`config.mk`:
```
export PLATFORM = sky130hd
export DESIGN_NAME = bkpt_unit
export DESIGN_NICKNAME = d
export VERILOG_FILES = /design/src/rtl/bkpt_pkg.sv /design/src/rtl/bkpt_chan.sv /design/src/rtl/bkpt_dpath.sv /design/src/rtl/bkpt_ctrl.sv /design/src/rtl/bkpt_unit.sv
export SDC_FILE = /design/constraint.sdc
export NUM_CORES = 1
export LEC_CHECK = 0
export BUFFER_PORTS_ARGS = -buffer_cell sky130_fd_sc_hd__buf_4
export CORE_MARGIN = 2
export CORE_UTILIZATION = 60
export CTS_BUF_LIST = sky130_fd_sc_hd__clkbuf_4
export DETAILED_ROUTE_END_ITERATION = 12
export GPL_TIMING_DRIVEN = 0
export HOLD_SLACK_MARGIN = 0.05
export PLACE_DENSITY = 0.87
export SYNTH_ARGS = -nofsm -noshare
export SYNTH_HDL_FRONTEND = slang
export SYNTH_SLANG_ARGS = --single-unit
```
`constraint.sdc`:
```
create_clock -name clk -period 2.1 [get_ports clk]
set_input_delay 0.42 -clock clk [delete_from_list [all_inputs] [get_ports clk]]
set_output_delay 0.42 -clock clk [all_outputs]
set_load 0.005 [all_outputs]
```
`src/rtl/bkpt_pkg.sv`:
```
package bkpt_pkg;
  localparam int NUM_CH = 2;
  localparam int SEL_W  = 4;

  localparam logic [SEL_W-1:0] SEL_ADDR_A  = 4'd0;
  localparam logic [SEL_W-1:0] SEL_AMASK_A = 4'd1;
  localparam logic [SEL_W-1:0] SEL_COND_A  = 4'd2;
  localparam logic [SEL_W-1:0] SEL_ADDR_B  = 4'd3;
  localparam logic [SEL_W-1:0] SEL_AMASK_B = 4'd4;
  localparam logic [SEL_W-1:0] SEL_COND_B  = 4'd5;
  localparam logic [SEL_W-1:0] SEL_DATA_B  = 4'd6;
  localparam logic [SEL_W-1:0] SEL_DMASK_B = 4'd7;
  localparam logic [SEL_W-1:0] SEL_CTRL    = 4'd8;

  // load strobes from control to datapath
  typedef struct packed {
    logic [NUM_CH-1:0] ldAddr;
    logic [NUM_CH-1:0] ldMask;
    logic [NUM_CH-1:0] ldCond;
    logic              ldData;
    logic              ldDataMask;
  } dpStrobe_t;
endpackage

```
`src/rtl/bkpt_chan.sv`:
```
module bkpt_chan #(
  parameter int ADDR_W   = 32,
  parameter int DATA_W   = 32,
  parameter int ASID_W   = 8,
  parameter int REG_W    = 32,
  parameter bit HAS_DATA = 1'b0
) (
  input  logic              clk,
  input  logic              rstN,
  input  logic              ldAddr,
  input  logic              ldMask,
  input  logic              ldCond,
  input  logic              ldData,
  input  logic              ldDataMask,
  input  logic [REG_W-1:0]  wData,
  input  logic              busValid,
  input  logic [ADDR_W-1:0] busAddr,
  input  logic [DATA_W-1:0] busData,
  input  logic [ASID_W-1:0] busAsid,
  input  logic              busFetch,
  input  logic              busWrite,
  input  logic [1:0]        busSize,
  output logic              hit
);
  localparam int ASID_LSB = 8;

  logic [ADDR_W-1:0] addrQ, maskQ;
  logic [DATA_W-1:0] dataQ, dmaskQ;
  logic              enQ, fetchQ, writeQ, sizeChkQ, asidEnQ;
  logic [1:0]        sizeQ;
  logic [ASID_W-1:0] asidQ;

  always_ff @(posedge clk) begin
    if (!rstN) begin
      addrQ    <= '0;
      maskQ    <= '0;
      enQ      <= 1'b0;
      fetchQ   <= 1'b0;
      writeQ   <= 1'b0;
      sizeChkQ <= 1'b0;
      sizeQ    <= '0;
      asidEnQ  <= 1'b0;
      asidQ    <= '0;
    end else begin
      if (ldAddr) addrQ <= wData[ADDR_W-1:0];
      if (ldMask) maskQ <= wData[ADDR_W-1:0];
      if (ldCond) begin
        enQ      <= wData[0];
        fetchQ   <= wData[1];
        writeQ   <= wData[2];
        sizeChkQ <= wData[3];
        sizeQ    <= wData[5:4];
        asidEnQ  <= wData[6];
        asidQ    <= wData[ASID_LSB +: ASID_W];
      end
    end
  end

  logic dataOk;
  generate
    if (HAS_DATA) begin : g_data
      always_ff @(posedge clk) begin
        if (!rstN) begin
          dataQ  <= '0;
          dmaskQ <= '0;
        end else begin
          if (ldData)     dataQ  <= wData[DATA_W-1:0];
          if (ldDataMask) dmaskQ <= wData[DATA_W-1:0];
        end
      end
      // data is only meaningful on data cycles
      assign dataOk = busFetch | (((busData ^ dataQ) & ~dmaskQ) == '0);
    end else begin : g_nodata
      assign dataQ  = '0;
      assign dmaskQ = '0;
      assign dataOk = 1'b1 | ldData | ldDataMask;
    end
  endgenerate

  logic addrOk, asidOk, typeOk, sizeOk, impossible;
  always_comb begin
    addrOk     = ((busAddr ^ addrQ) & ~maskQ) == '0;
    asidOk     = !asidEnQ || (busAsid == asidQ);
    typeOk     = (busFetch == fetchQ) && (busWrite == writeQ);
    sizeOk     = !sizeChkQ || (busSize == sizeQ);
    impossible = fetchQ && (writeQ || (addrQ[0] && !maskQ[0]));
    hit = busValid && enQ && !impossible && addrOk && asidOk && typeOk && sizeOk && dataOk;
  end
endmodule

```
`src/rtl/bkpt_dpath.sv`:
```
module bkpt_dpath
  import bkpt_pkg::*;
#(
  parameter int ADDR_W = 32,
  parameter int DATA_W = 32,
  parameter int ASID_W = 8,
  parameter int REG_W  = 32
) (
  input  logic              clk,
  input  logic              rstN,
  input  dpStrobe_t         stb,
  input  logic [REG_W-1:0]  wData,
  input  logic              busValid,
  input  logic [ADDR_W-1:0] busAddr,
  input  logic [DATA_W-1:0] busData,
  input  logic [ASID_W-1:0] busAsid,
  input  logic              busFetch,
  input  logic              busWrite,
  input  logic [1:0]        busSize,
  output logic [NUM_CH-1:0] hit
);
  localparam int LAST_CH = NUM_CH - 1;

  generate
    for (genvar i = 0; i < NUM_CH; i++) begin : g_ch
      localparam bit HAS_D = (i == LAST_CH);
      bkpt_chan #(
        .ADDR_W(ADDR_W), .DATA_W(DATA_W), .ASID_W(ASID_W),
        .REG_W(REG_W), .HAS_DATA(HAS_D)
      ) u_chan (
        .clk       (clk),
        .rstN      (rstN),
        .ldAddr    (stb.ldAddr[i]),
        .ldMask    (stb.ldMask[i]),
        .ldCond    (stb.ldCond[i]),
        .ldData    (HAS_D ? stb.ldData : 1'b0),
        .ldDataMask(HAS_D ? stb.ldDataMask : 1'b0),
        .wData     (wData),
        .busValid  (busValid),
        .busAddr   (busAddr),
        .busData   (busData),
        .busAsid   (busAsid),
        .busFetch  (busFetch),
        .busWrite  (busWrite),
        .busSize   (busSize),
        .hit       (hit[i])
      );
    end
  endgenerate
endmodule

```
`src/rtl/bkpt_ctrl.sv`:
```
module bkpt_ctrl
  import bkpt_pkg::*;
(
  input  logic             clk,
  input  logic             rstN,
  input  logic             regWe,
  input  logic [SEL_W-1:0] regSel,
  input  logic [2:0]       ctrlBits,
  input  logic             hitA,
  input  logic             hitB,
  output dpStrobe_t        stb,
  output logic             brkReq,
  output logic             matchA,
  output logic             matchB,
  output logic             armed,
  output logic             seqMode
);
  logic ctrlWr, fire;

  always_comb begin
    stb = '0;
    if (regWe) begin
      unique case (regSel)
        SEL_ADDR_A:  stb.ldAddr[0]  = 1'b1;
        SEL_AMASK_A: stb.ldMask[0]  = 1'b1;
        SEL_COND_A:  stb.ldCond[0]  = 1'b1;
        SEL_ADDR_B:  stb.ldAddr[1]  = 1'b1;
        SEL_AMASK_B: stb.ldMask[1]  = 1'b1;
        SEL_COND_B:  stb.ldCond[1]  = 1'b1;
        SEL_DATA_B:  stb.ldData     = 1'b1;
        SEL_DMASK_B: stb.ldDataMask = 1'b1;
        default: ;
      endcase
    end
    ctrlWr = regWe && (regSel == SEL_CTRL);
    fire   = seqMode ? (hitB && armed) : (hitA || hitB);
  end

  always_ff @(posedge clk) begin
    if (!rstN) begin
      brkReq  <= 1'b0;
      matchA  <= 1'b0;
      matchB  <= 1'b0;
      armed   <= 1'b0;
      seqMode <= 1'b0;
    end else begin
      brkReq <= fire;
      if (ctrlWr) seqMode <= ctrlBits[0];
      if (regWe || (seqMode && fire)) armed <= 1'b0;
      else if (seqMode && hitA)        armed <= 1'b1;
      if (hitA) matchA <= 1'b1;
      else if (ctrlWr && !ctrlBits[1]) matchA <= 1'b0;
      if (hitB) matchB <= 1'b1;
      else if (ctrlWr && !ctrlBits[2]) matchB <= 1'b0;
    end
  end
endmodule

```
`src/rtl/bkpt_unit.sv`:
```
module bkpt_unit
  import bkpt_pkg::*;
#(
  parameter int ADDR_W = 32,
  parameter int DATA_W = 32,
  parameter int ASID_W = 8,
  parameter int REG_W  = 32
) (
  input  logic              clk,
  input  logic              rstN,
  input  logic              busValid,
  input  logic [ADDR_W-1:0] busAddr,
  input  logic [DATA_W-1:0] busData,
  input  logic [ASID_W-1:0] busAsid,
  input  logic              busFetch,
  input  logic              busWrite,
  input  logic [1:0]        busSize,
  input  logic              regWe,
  input  logic [3:0]        regSel,
  input  logic [REG_W-1:0]  regWdata,
  output logic              brkReq,
  output logic              matchA,
  output logic              matchB
);
  dpStrobe_t         stb;
  logic [NUM_CH-1:0] hit;
  logic              hitA, hitB, armed, seqMode;

  assign hitA = hit[0];
  assign hitB = hit[1];

  bkpt_ctrl u_ctrl (
    .clk(clk), .rstN(rstN), .regWe(regWe), .regSel(regSel),
    .ctrlBits(regWdata[2:0]), .hitA(hitA), .hitB(hitB), .stb(stb),
    .brkReq(brkReq), .matchA(matchA), .matchB(matchB),
    .armed(armed), .seqMode(seqMode)
  );

  bkpt_dpath #(
    .ADDR_W(ADDR_W), .DATA_W(DATA_W), .ASID_W(ASID_W), .REG_W(REG_W)
  ) u_dp (
    .clk(clk), .rstN(rstN), .stb(stb), .wData(regWdata),
    .busValid(busValid), .busAddr(busAddr), .busData(busData),
    .busAsid(busAsid), .busFetch(busFetch), .busWrite(busWrite),
    .busSize(busSize), .hit(hit)
  );
endmodule

```
==> results of run 1 <==
==> final cells by class <==
type	count	area, sq um
inverters	1	3.75
well taps	220	275
repair buffers	119	936
multi-input cells	907	5170
diodes	1	2.50
clock inverters	3	11.3
clock buffers	88	661
fillers	1233	4490
plain buffers	83	375
flip-flops and latches	227	4540
==> layer usage <==
metal,global-route usage (%),up-vias
li1,-,4386
met2,54.1,510
met1,44.5,4374
met3,7.04,116
met4,18.0,0
met5,0,-
==> logic make-up (layout without fill, tap and decap cells) <==
logic type                after synthesis  count (layout)
buffers and inverters                  84             294
xor gates and xnor gates              119             119
muxes                                   1               1
AOI/OAI and AO/OA                     286             286
DFF                                   227             227
and+or+nand+nor                       501             501
other                                   0               1
==> where the power goes <==
part / internal, mW / switching, mW / leakage (nW)
registers: 4.36 / 0.0339 / 1.83
logic: 0.383 / 0.465 / 1.79
clock network: 1.87 / 1.72 / 0.412
total: 6.61 / 2.22 / 4.04
==> placed cells by master (no fill, tap or decap), types with 2 or more instances in the layout <==
cell / count
a21boi_0: 204
nand3b_1: 3
nor2b_1: 3
and2_1: 2
nand2b_1: 2
nand4_1: 8
o21a_1: 4
nand2_1: 454
buf_4: 114
nor4_1: 8
o21ai_0: 6
xnor2_1: 111
o22a_1: 2
a21boi_1: 19
o22ai_1: 43
clkbuf_4: 88
buf_2: 15
dlygate4sd3_1: 17
nor2_1: 9
xor2_1: 7
o2111ai_1: 2
clkbuf_1: 56
dfxtp_1: 227
nand3_1: 4
nor4_2: 5
clkinv_1: 2
==> through the flow <==
step / setup TNS [ns] / utilization, % / hold WS, ns
6_report: 0 / 72.8 / 0.0775
5_1_grt: -0.00673 / 72.8 / 0.0702
4_1_cts: 0 / 72.5 / 0.0507
3_5_place_dp: -0.333 / 67.4 / 0.447
3_3_place_gp: -0.203 / 67.4 / 0.443
2_1_floorplan: 0 / - / 0.435
==> final timing paths <==
check	startpoint	end	slack, ns	cells after the start
worst max-delay path	u_dp.g_ch[1].u_chan.dataQ[10]	u_ctrl.armed	0.1	7
worst min-delay path	regWdata[11]	u_dp.g_ch[1].u_chan.dataQ[11]	0.08	3
worst max register to register	u_dp.g_ch[1].u_chan.dataQ[10]	u_ctrl.armed	0.1	7
worst min register to register	u_dp.g_ch[1].u_chan.enQ	u_dp.g_ch[1].u_chan.enQ	0.46	2
==> timing repair <==
item / CTS / global route
resized for setup: 0 / 5
hold endpoints to repair: 59 / 0
setup buffers: 0 / 1
hold buffers: 17 / 0
setup endpoints to repair: 0 / 4
==> sequential cells by signal (all words and copies together), names as in the netlist <==
signal,flops
u_ctrl.armed,1
u_ctrl.brkReq,1
u_ctrl.matchA,1
u_ctrl.matchB,1
u_ctrl.seqMode,1
u_dp.g_ch.u_chan.addrQ,64
u_dp.g_ch.u_chan.asidEnQ,2
u_dp.g_ch.u_chan.asidQ,16
u_dp.g_ch.u_chan.dataQ,32
u_dp.g_ch.u_chan.dmaskQ,32
u_dp.g_ch.u_chan.enQ,2
u_dp.g_ch.u_chan.fetchQ,2
u_dp.g_ch.u_chan.maskQ,64
u_dp.g_ch.u_chan.sizeChkQ,2
u_dp.g_ch.u_chan.sizeQ,4
u_dp.g_ch.u_chan.writeQ,2
==> worst min-delay path, delay by kind of cell <==
family | cells | cell delay [ns]
and+or+nand+nor | 1 | 0.06
AOI/OAI and AO/OA | 1 | 0.06
buffers and inverters | 1 | 0.16
==> flow_summary.toml, run 1 <==
[clocking]
cts_tree = "yes"
clock_path_buffers = 3
cts-root-buf = "clkbuf_4"
cts_buffers = 57
clk_pin_slew_ns = 0.06
worstSkewPairLatency_ns = 0.68
ctsHtreeMaxLevel = 2
cts_sinks = 227

[synthesis]
ys_ff_latch = 227
async_flop_share_pct = 0
synth_top_family_by_area = "compound AO/OA/AOI/OAI gates"
synth_most_common_cell = "nand2_1"
synth_top_area_cell = "dfxtp_1"
synth_commonest_cells = "454 x nand2_1, 227 x dfxtp_1, 204 x a21boi_0"
synth.area.top_cells = "dfxtp_1 45%, nand2_1 17%, a21boi_0 15%"
synth_cell_types = 33
synthAdderAreaFrac_pct = 0
synth_ff_type = "dfxtp_1"
synth_edf_count = 0
synth_mux_area_share_pct = 0.0995
synth-xor-area-share_pct = 10.4
synthesis.area_sq_um = 10100
synth-simple-area-share_pct = 19.8
ys_seq_area_share_pct = 45.2
synth_compound_area_share_pct = 20.8
synth_fp_nets = 1334
postSynthAreaPerCell_sq_um = 8.26
synth_top_area_share_pct = 45.2
yosys_warnings = 0
netlist_instances = 1218

[floorplanning]
core-area_sq_um = 16500
io_pins = 119
die_width_microns = 133
die_h_microns = 133
die-area_sq_um = 17800
initial_core_util_pct = 61.1
rows = 47

[worst_setup_path]
cp-end-kind = "flop"
cp_num_buf_inv = 0
critPathRequiredTime_ns = 2.67
critical_path.max_fanout = 4
critPathTopFamily = "compound AO/OA/AOI/OAI gates"
critPathMaxStageDelay_ns = 0.41
critPathArrivalTime_ns = 2.57
crit_chain = "xnor2_1, o22ai_1, nor4_1, nand4_1, a211oi_2, a21bo_2, a21oi_1"
startpoint_type = "flop"
cp_slowest_cell = "nor4_1"
worstSetupPathType = "flop to flop"

[sta]
relSlewSlack_pct = 51.8
worst_pin_slew_ns = 0.723
setup-violations-final = 0
clock.fmax_mhz = 500
final.setup_skew_ns = 0.0345
fin_crit_sh_pct = 95.3
finalCriticalPeriod_ns = 2.00
setup_slack_ns = 0.0997
slew_violations = 0
finalHoldViolCount = 0

[global_route]
grt_max_degree = 15
grt_pass1_wl_mm = 47.5
antenna_found_initial = 1
grt_pass1_vias = 9164
grt.total_usage_pct = 34.3
grt.overflow.total = 0

[layout]
final_area_sq_um = 12000
layout.cells.non_filler = 1649
syn_to_final_growth_pct = 19.1
fin_nets = 1512
drive_above_1_share_pct = 15.9

[place]
pre_cts_slack_ns = -0.145
placed_cell_area_sq_um = 11100
placed_cells = 1539
dp_hpwl_mm = 21.6
io_buffers = 101
gp_congestion = 0.926

[route]
wl_per_cell_microns = 18.4
drt-pass1-iter-count = 7
ant_nets = 0
vias = 9386
met2_wirelength_mm = 13.6
dr_wl_met3_mm = 2.93
drtIter0Drc = 965
dr.max_layer_used = "met4"
vias_per_cell = 5.69
route.detailed.drc = 0
wl_met1_mm = 12.1
routed_wirelength_mm = 30.4

[pwr]
peakVddDrop_mv = 0.418
power_leakage_nw = 4.04
power_density_nw_per_um2 = 737
finalPower_mw = 8.82

[run_status]
status = "finished clean"

[run]
maxCapViolCount = 0

[worst_hold_path]
min_path_type = "input pin to flop"
Note: power is estimated with default switching activity, not from simulation.
==> run 2, diff against run 1 <==
Settings changed: PLACE_DENSITY 0.87 to 0.83.
==> run 2 against run 1 <==
The run now ends with setup timing left. Core utilization increased by 0.27 points. Final cell count increased by 0.18%. Critical path type unchanged. Largest cell class unchanged. Clock power increased by 2%. Via count decreased by 0.52%. Highest routed layer unchanged. Sequential share of layout area decreased by 0.14 points. Die area unchanged. Non-clock buffer count increased by 3.
==> flow_summary.toml, run 2 (same netlist as run 1, synthesis figures left out) <==
[sta]
fin_crit_sh_pct = 100
finalCriticalPeriod_ns = 2.11
relSlewSlack_pct = 51.4
clock.fmax_mhz = 475
setup_tns_ns = -0.00684
final.setup_skew_ns = 0.0329
worst_pin_slew_ns = 0.728
slew_violations = 0
finalHoldViolCount = 0
hold_ws_ns = 0.0722
rsz0062_at_grt = "true"
setup-violations-final = 1
setup_slack_ns = -0.00684

[route]
route.detailed.drc = 0
vias = 9337
wl_per_cell_microns = 18.5
vias_per_cell = 5.65
routed_wirelength_mm = 30.5
ant_nets = 0
drtIter0Drc = 844
drt-pass1-iter-count = 6

[floorplanning]
rows = 47
io_pins = 119
initial_core_util_pct = 61.1
die_h_microns = 133
core-area_sq_um = 16500
die_width_microns = 133
die-area_sq_um = 17800

[pwr]
power_leakage_nw = 4.06
finalPower_mw = 8.91
peakVddDrop_mv = 0.521
power_density_nw_per_um2 = 741

[clocking]
cts_sinks = 227
cts_buffers = 57
ctsHtreeMaxLevel = 2
cts_tree = "yes"
clk_pin_slew_ns = 0.07
clock_path_buffers = 3
cts-root-buf = "clkbuf_4"
worstSkewPairLatency_ns = 0.69

[worst_hold_path]
min_path_type = "input pin to flop"

[place]
dp_hpwl_mm = 21.7
io_buffers = 101
placed_cells = 1539
gp_congestion = 0.941

[worst_setup_path]
cp_num_buf_inv = 0
critPathMaxStageDelay_ns = 0.38
critPathTopFamily = "compound AO/OA/AOI/OAI gates"
cp_slowest_cell = "nor4_1"
critPathRequiredTime_ns = 2.65
startpoint_type = "flop"
critPathArrivalTime_ns = 2.65
crit_chain = "xnor2_1, o22ai_1, nor4_1, nand4_1, a211oi_2, nand2_1, a21boi_1"
cp-end-kind = "flop"
worstSetupPathType = "flop to flop"
critical_path.max_fanout = 3

[layout]
fin_nets = 1515
syn_to_final_growth_pct = 19.5
layout.cells.non_filler = 1652
drive_above_1_share_pct = 16.1
layout_commonest_cell = "nand2_1"
num_antenna_cells = 0
final_cell_mix = "454 x nand2_1, 227 x dfxtp_1, 204 x a21boi_0"
reg_top3 = "u_dp.g_ch.u_chan.addrQ: 64 flops, u_dp.g_ch.u_chan.maskQ: 64 flops"

[global_route]
grt.overflow.total = 0
grt_pass1_wl_mm = 47.1
grt.total_usage_pct = 34.2
antenna_found_initial = 0
grt_pass1_vias = 9039
grt_max_degree = 15

[run_status]
violations = "setup timing"
status = "finished with violations"

[run]
maxCapViolCount = 0
run 2: cell count changes in the layout (fill, tap and decap cells not counted), sizes merged:
| cell | change |
|---|---|
| dlygate4sd3 | +3 |
| clkinv | -1 |
| diode | -1 |
| clkbuf | +2 |
run 2: per-layer routing:
metal	up-vias	global-route usage, %	routed length, microns
met5	-	0	0
met2	489	53.4	13800
li1	4392	-	-
met3	92	8.07	2990
met4	0	16.9	1350
met1	4364	44.8	12400
run 2: timing repair:
action	in CTS	in global routing
buffers inserted	1	0
setup endpoints to repair	1	15
pin swaps	1	3
hold buffers	20	0
resized for setup	1	7
hold endpoints to repair	56	0
run 2: cell type report:
class / count / area [sq um]
multi-input combinational: 907 / 5180
sequential: 227 / 4540
fill: 1335 / 4440
timing repair buffer: 122 / 966
clock buffer: 90 / 676
buffer: 83 / 377
tap: 220 / 275
clock inverter: 2 / 7.51
inverter: 1 / 3.75
run 2: worst paths after layout:
path	start	end	slack (ns)	cells after the start
setup / recovery	u_dp.g_ch[1].u_chan.addrQ[18]	u_ctrl.brkReq	-0.007	7
hold / removal	regWdata[5]	u_dp.g_ch[0].u_chan.maskQ[5]	0.07	3
setup reg to reg	u_dp.g_ch[1].u_chan.addrQ[18]	u_ctrl.brkReq	-0.007	7
hold reg to reg	u_dp.g_ch[0].u_chan.maskQ[1]	u_dp.g_ch[0].u_chan.maskQ[1]	0.46	2
run 2: where the power goes:
| part | switching, mW | internal (mW) | total [mW] |
|---|---|---|---|
| registers | 0.0335 | 4.36 | 4.39 |
| clock network | 1.75 | 1.90 | 3.66 |
| logic | 0.470 | 0.386 | 0.856 |
| total | 2.26 | 6.65 | 8.91 |
run 2: worst reg2reg max path: cells and delay by family (launching register included):
| family | cells | cell delay [ns] |
|---|---|---|
| xor gates and xnor gates | 1 | 0.24 |
| AOI/OAI and AO/OA | 3 | 0.73 |
| DFF | 1 | 0.32 |
| and+or+nand+nor | 3 | 0.70 |
run 2: stage by stage:
step                      util, %  worst slack, ns  cell area [sq um]
final                        73.0         -0.00684              12000
after global routing         73.0          -0.0485              12000
after CTS                    72.8           0.0364              12000
after detailed placement     67.4           -0.208              11100
after global placement       67.4           -0.209              11100
after floorplan                 -            0.454              10100
==> run 3, diff against run 2 <==
Settings changed: CORE_UTILIZATION 60 to 55, PLACE_DENSITY 0.83 to 0.8.
Clock period 2.1 ns to 1.86 ns, I/O delays scaled along.
==> run 3 against run 2 <==
The flow now finishes without violations. Wire length rose by 2.2%. Sequential power rose by 13%. Critical path depth did not move. Register-to-register slack barely moved. Final area rose by 4.1%. Core utilization fell by 3.3 points. Fmax rose by 14%. Combinational power rose by 21%.
==> flow_summary.toml, run 3 (same netlist as run 1, synthesis figures left out) <==
[run_status]
status = "finished clean"

[place]
gp_congestion = 0.896
placed_cell_area_sq_um = 11100
placed_cells = 1548
dp_hpwl_mm = 21.9
io_buffers = 101

[route]
met2_wirelength_mm = 14.2
vias = 9323
wl_met1_mm = 13.0
dr_wl_met3_mm = 2.77
route.detailed.drc = 0
routed_wirelength_mm = 31.2
wl_per_cell_microns = 18.6
dr.max_layer_used = "met4"
vias_per_cell = 5.57
drtIter0Drc = 852
ant_nets = 0
drt-pass1-iter-count = 6

[layout]
final_area_sq_um = 12500
layout.cells.non_filler = 1673
drive_above_1_share_pct = 19.9
layout_commonest_cell = "nand2_1"
reg_top3 = "u_dp.g_ch.u_chan.addrQ: 64 flops, u_dp.g_ch.u_chan.maskQ: 64 flops"
fin_nets = 1526
fin_util_pct = 69.7
syn_to_final_growth_pct = 24.5
final_cell_mix = "454 x nand2_1, 216 x dfxtp_1, 204 x a21boi_0"

[worst_setup_path]
cp_num_buf_inv = 1
critPathRequiredTime_ns = 2.50
cp.depth = 7
critPathMaxStageDelay_ns = 0.37
critPathTopFamily = "compound AO/OA/AOI/OAI gates"
startpoint_type = "flop"
startpoint = "u_dp.g_ch[1].u_chan.dataQ[4]"
ff2ff_path_depth = 7
cp_slowest_cell = "a211oi_2"
critPathArrivalTime_ns = 2.50
worstSetupPathType = "flop to flop"
crit_chain = "xnor2_1, o22ai_1, nor4_1, nand4_1, a211oi_2, buf_4, o21a_1"
critical_path.max_fanout = 4
cp-end-kind = "flop"
r2r-start = "u_dp.g_ch[1].u_chan.dataQ[4]"

[clocking]
cts_tree = "yes"
worstSkewPairLatency_ns = 0.69
cts-root-buf = "clkbuf_4"
clock_path_buffers = 3
ctsHtreeMaxLevel = 2
cts_buffers = 58
cts_sinks = 227
clk_pin_slew_ns = 0.07

[pwr]
power_leakage_nw = 4.33
peakVddDrop_mv = 0.606
power_density_nw_per_um2 = 825
finalPower_mw = 10.3

[floorplanning]
initial_core_util_pct = 56.0
die-area_sq_um = 19400
io_pins = 119
die_h_microns = 139
rows = 49
core-area_sq_um = 18000
die_width_microns = 139

[sta]
finalCriticalPeriod_ns = 1.85
finalHoldViolCount = 0
fin_crit_sh_pct = 99.7
slew_violations = 0
clock.fmax_mhz = 539
rsz0062_at_grt = "true"
relSlewSlack_pct = 53.2
setup-violations-final = 0
final.setup_skew_ns = 0.0277
worst_pin_slew_ns = 0.702

[worst_hold_path]
min_delay_path_depth = 4
hp-start = "regSel[3]"
min_path_type = "input pin to flop"

[global_route]
antenna_found_initial = 1
grt.overflow.total = 0
grt_max_degree = 16
grt_pass1_vias = 9078
grt.total_usage_pct = 31.4
grt_pass1_wl_mm = 47.9

[run]
maxCapViolCount = 0
-- run 3: repair_timing --
action,CTS,global route
cloned,0,0
endpoints found under the setup margin,3,63
pin swaps,17,29
buffers inserted,1,1
resized for setup,21,59
hold endpoints to repair,180,0
hold buffers,30,0
-- run 3: power by group --
part / switching, mW / internal, mW
logic: 0.557 / 0.482
clock network: 1.99 / 2.33
registers: 0.0420 / 4.92
-- run 3: final timing paths --
kind / end / slack [ns]
setup / recovery: u_ctrl.matchB / 0.006
hold / removal: u_dp.g_ch[0].u_chan.asidEnQ / 0.06
setup reg to reg: u_ctrl.matchB / 0.006
hold reg to reg: u_dp.g_ch[1].u_chan.dmaskQ[2] / 0.46
-- run 3: routing by layer --
layer	vias to the layer above	GRT usage (%)
met5	-	0
met1	4388	41.0
met2	434	50.1
li1	4420	-
met3	81	6.88
met4	0	13.9
-- run 3: tightest hold or removal path, cell delays in order --
cell      delay, ns
buf_4          0.13
nor4_4         0.07
nand2_1        0.06
a21boi_0       0.07
-- run 3: through the flow --
step	setup TNS (ns)	hold slack, ns	worst slack (ns)
5_1_grt	-0.900	0.0744	-0.109
3_5_place_dp	-11.58	0.449	-0.295
4_1_cts	0	0.0669	0.00223
6_report	0	0.0621	0.00610
3_3_place_gp	-6.97	0.443	-0.311
2_1_floorplan	0	0.435	0.262
-- run 3: final cells by class --
type	count	area, sq um
timing repair buffer	133	1070
inverter	1	3.75
antenna	1	2.50
fill	1434	5440
clock buffer	85	638
sequential	227	4560
tap	229	287
multi-input combinational	907	5490
clock inverter	8	82.6
buffer	82	385
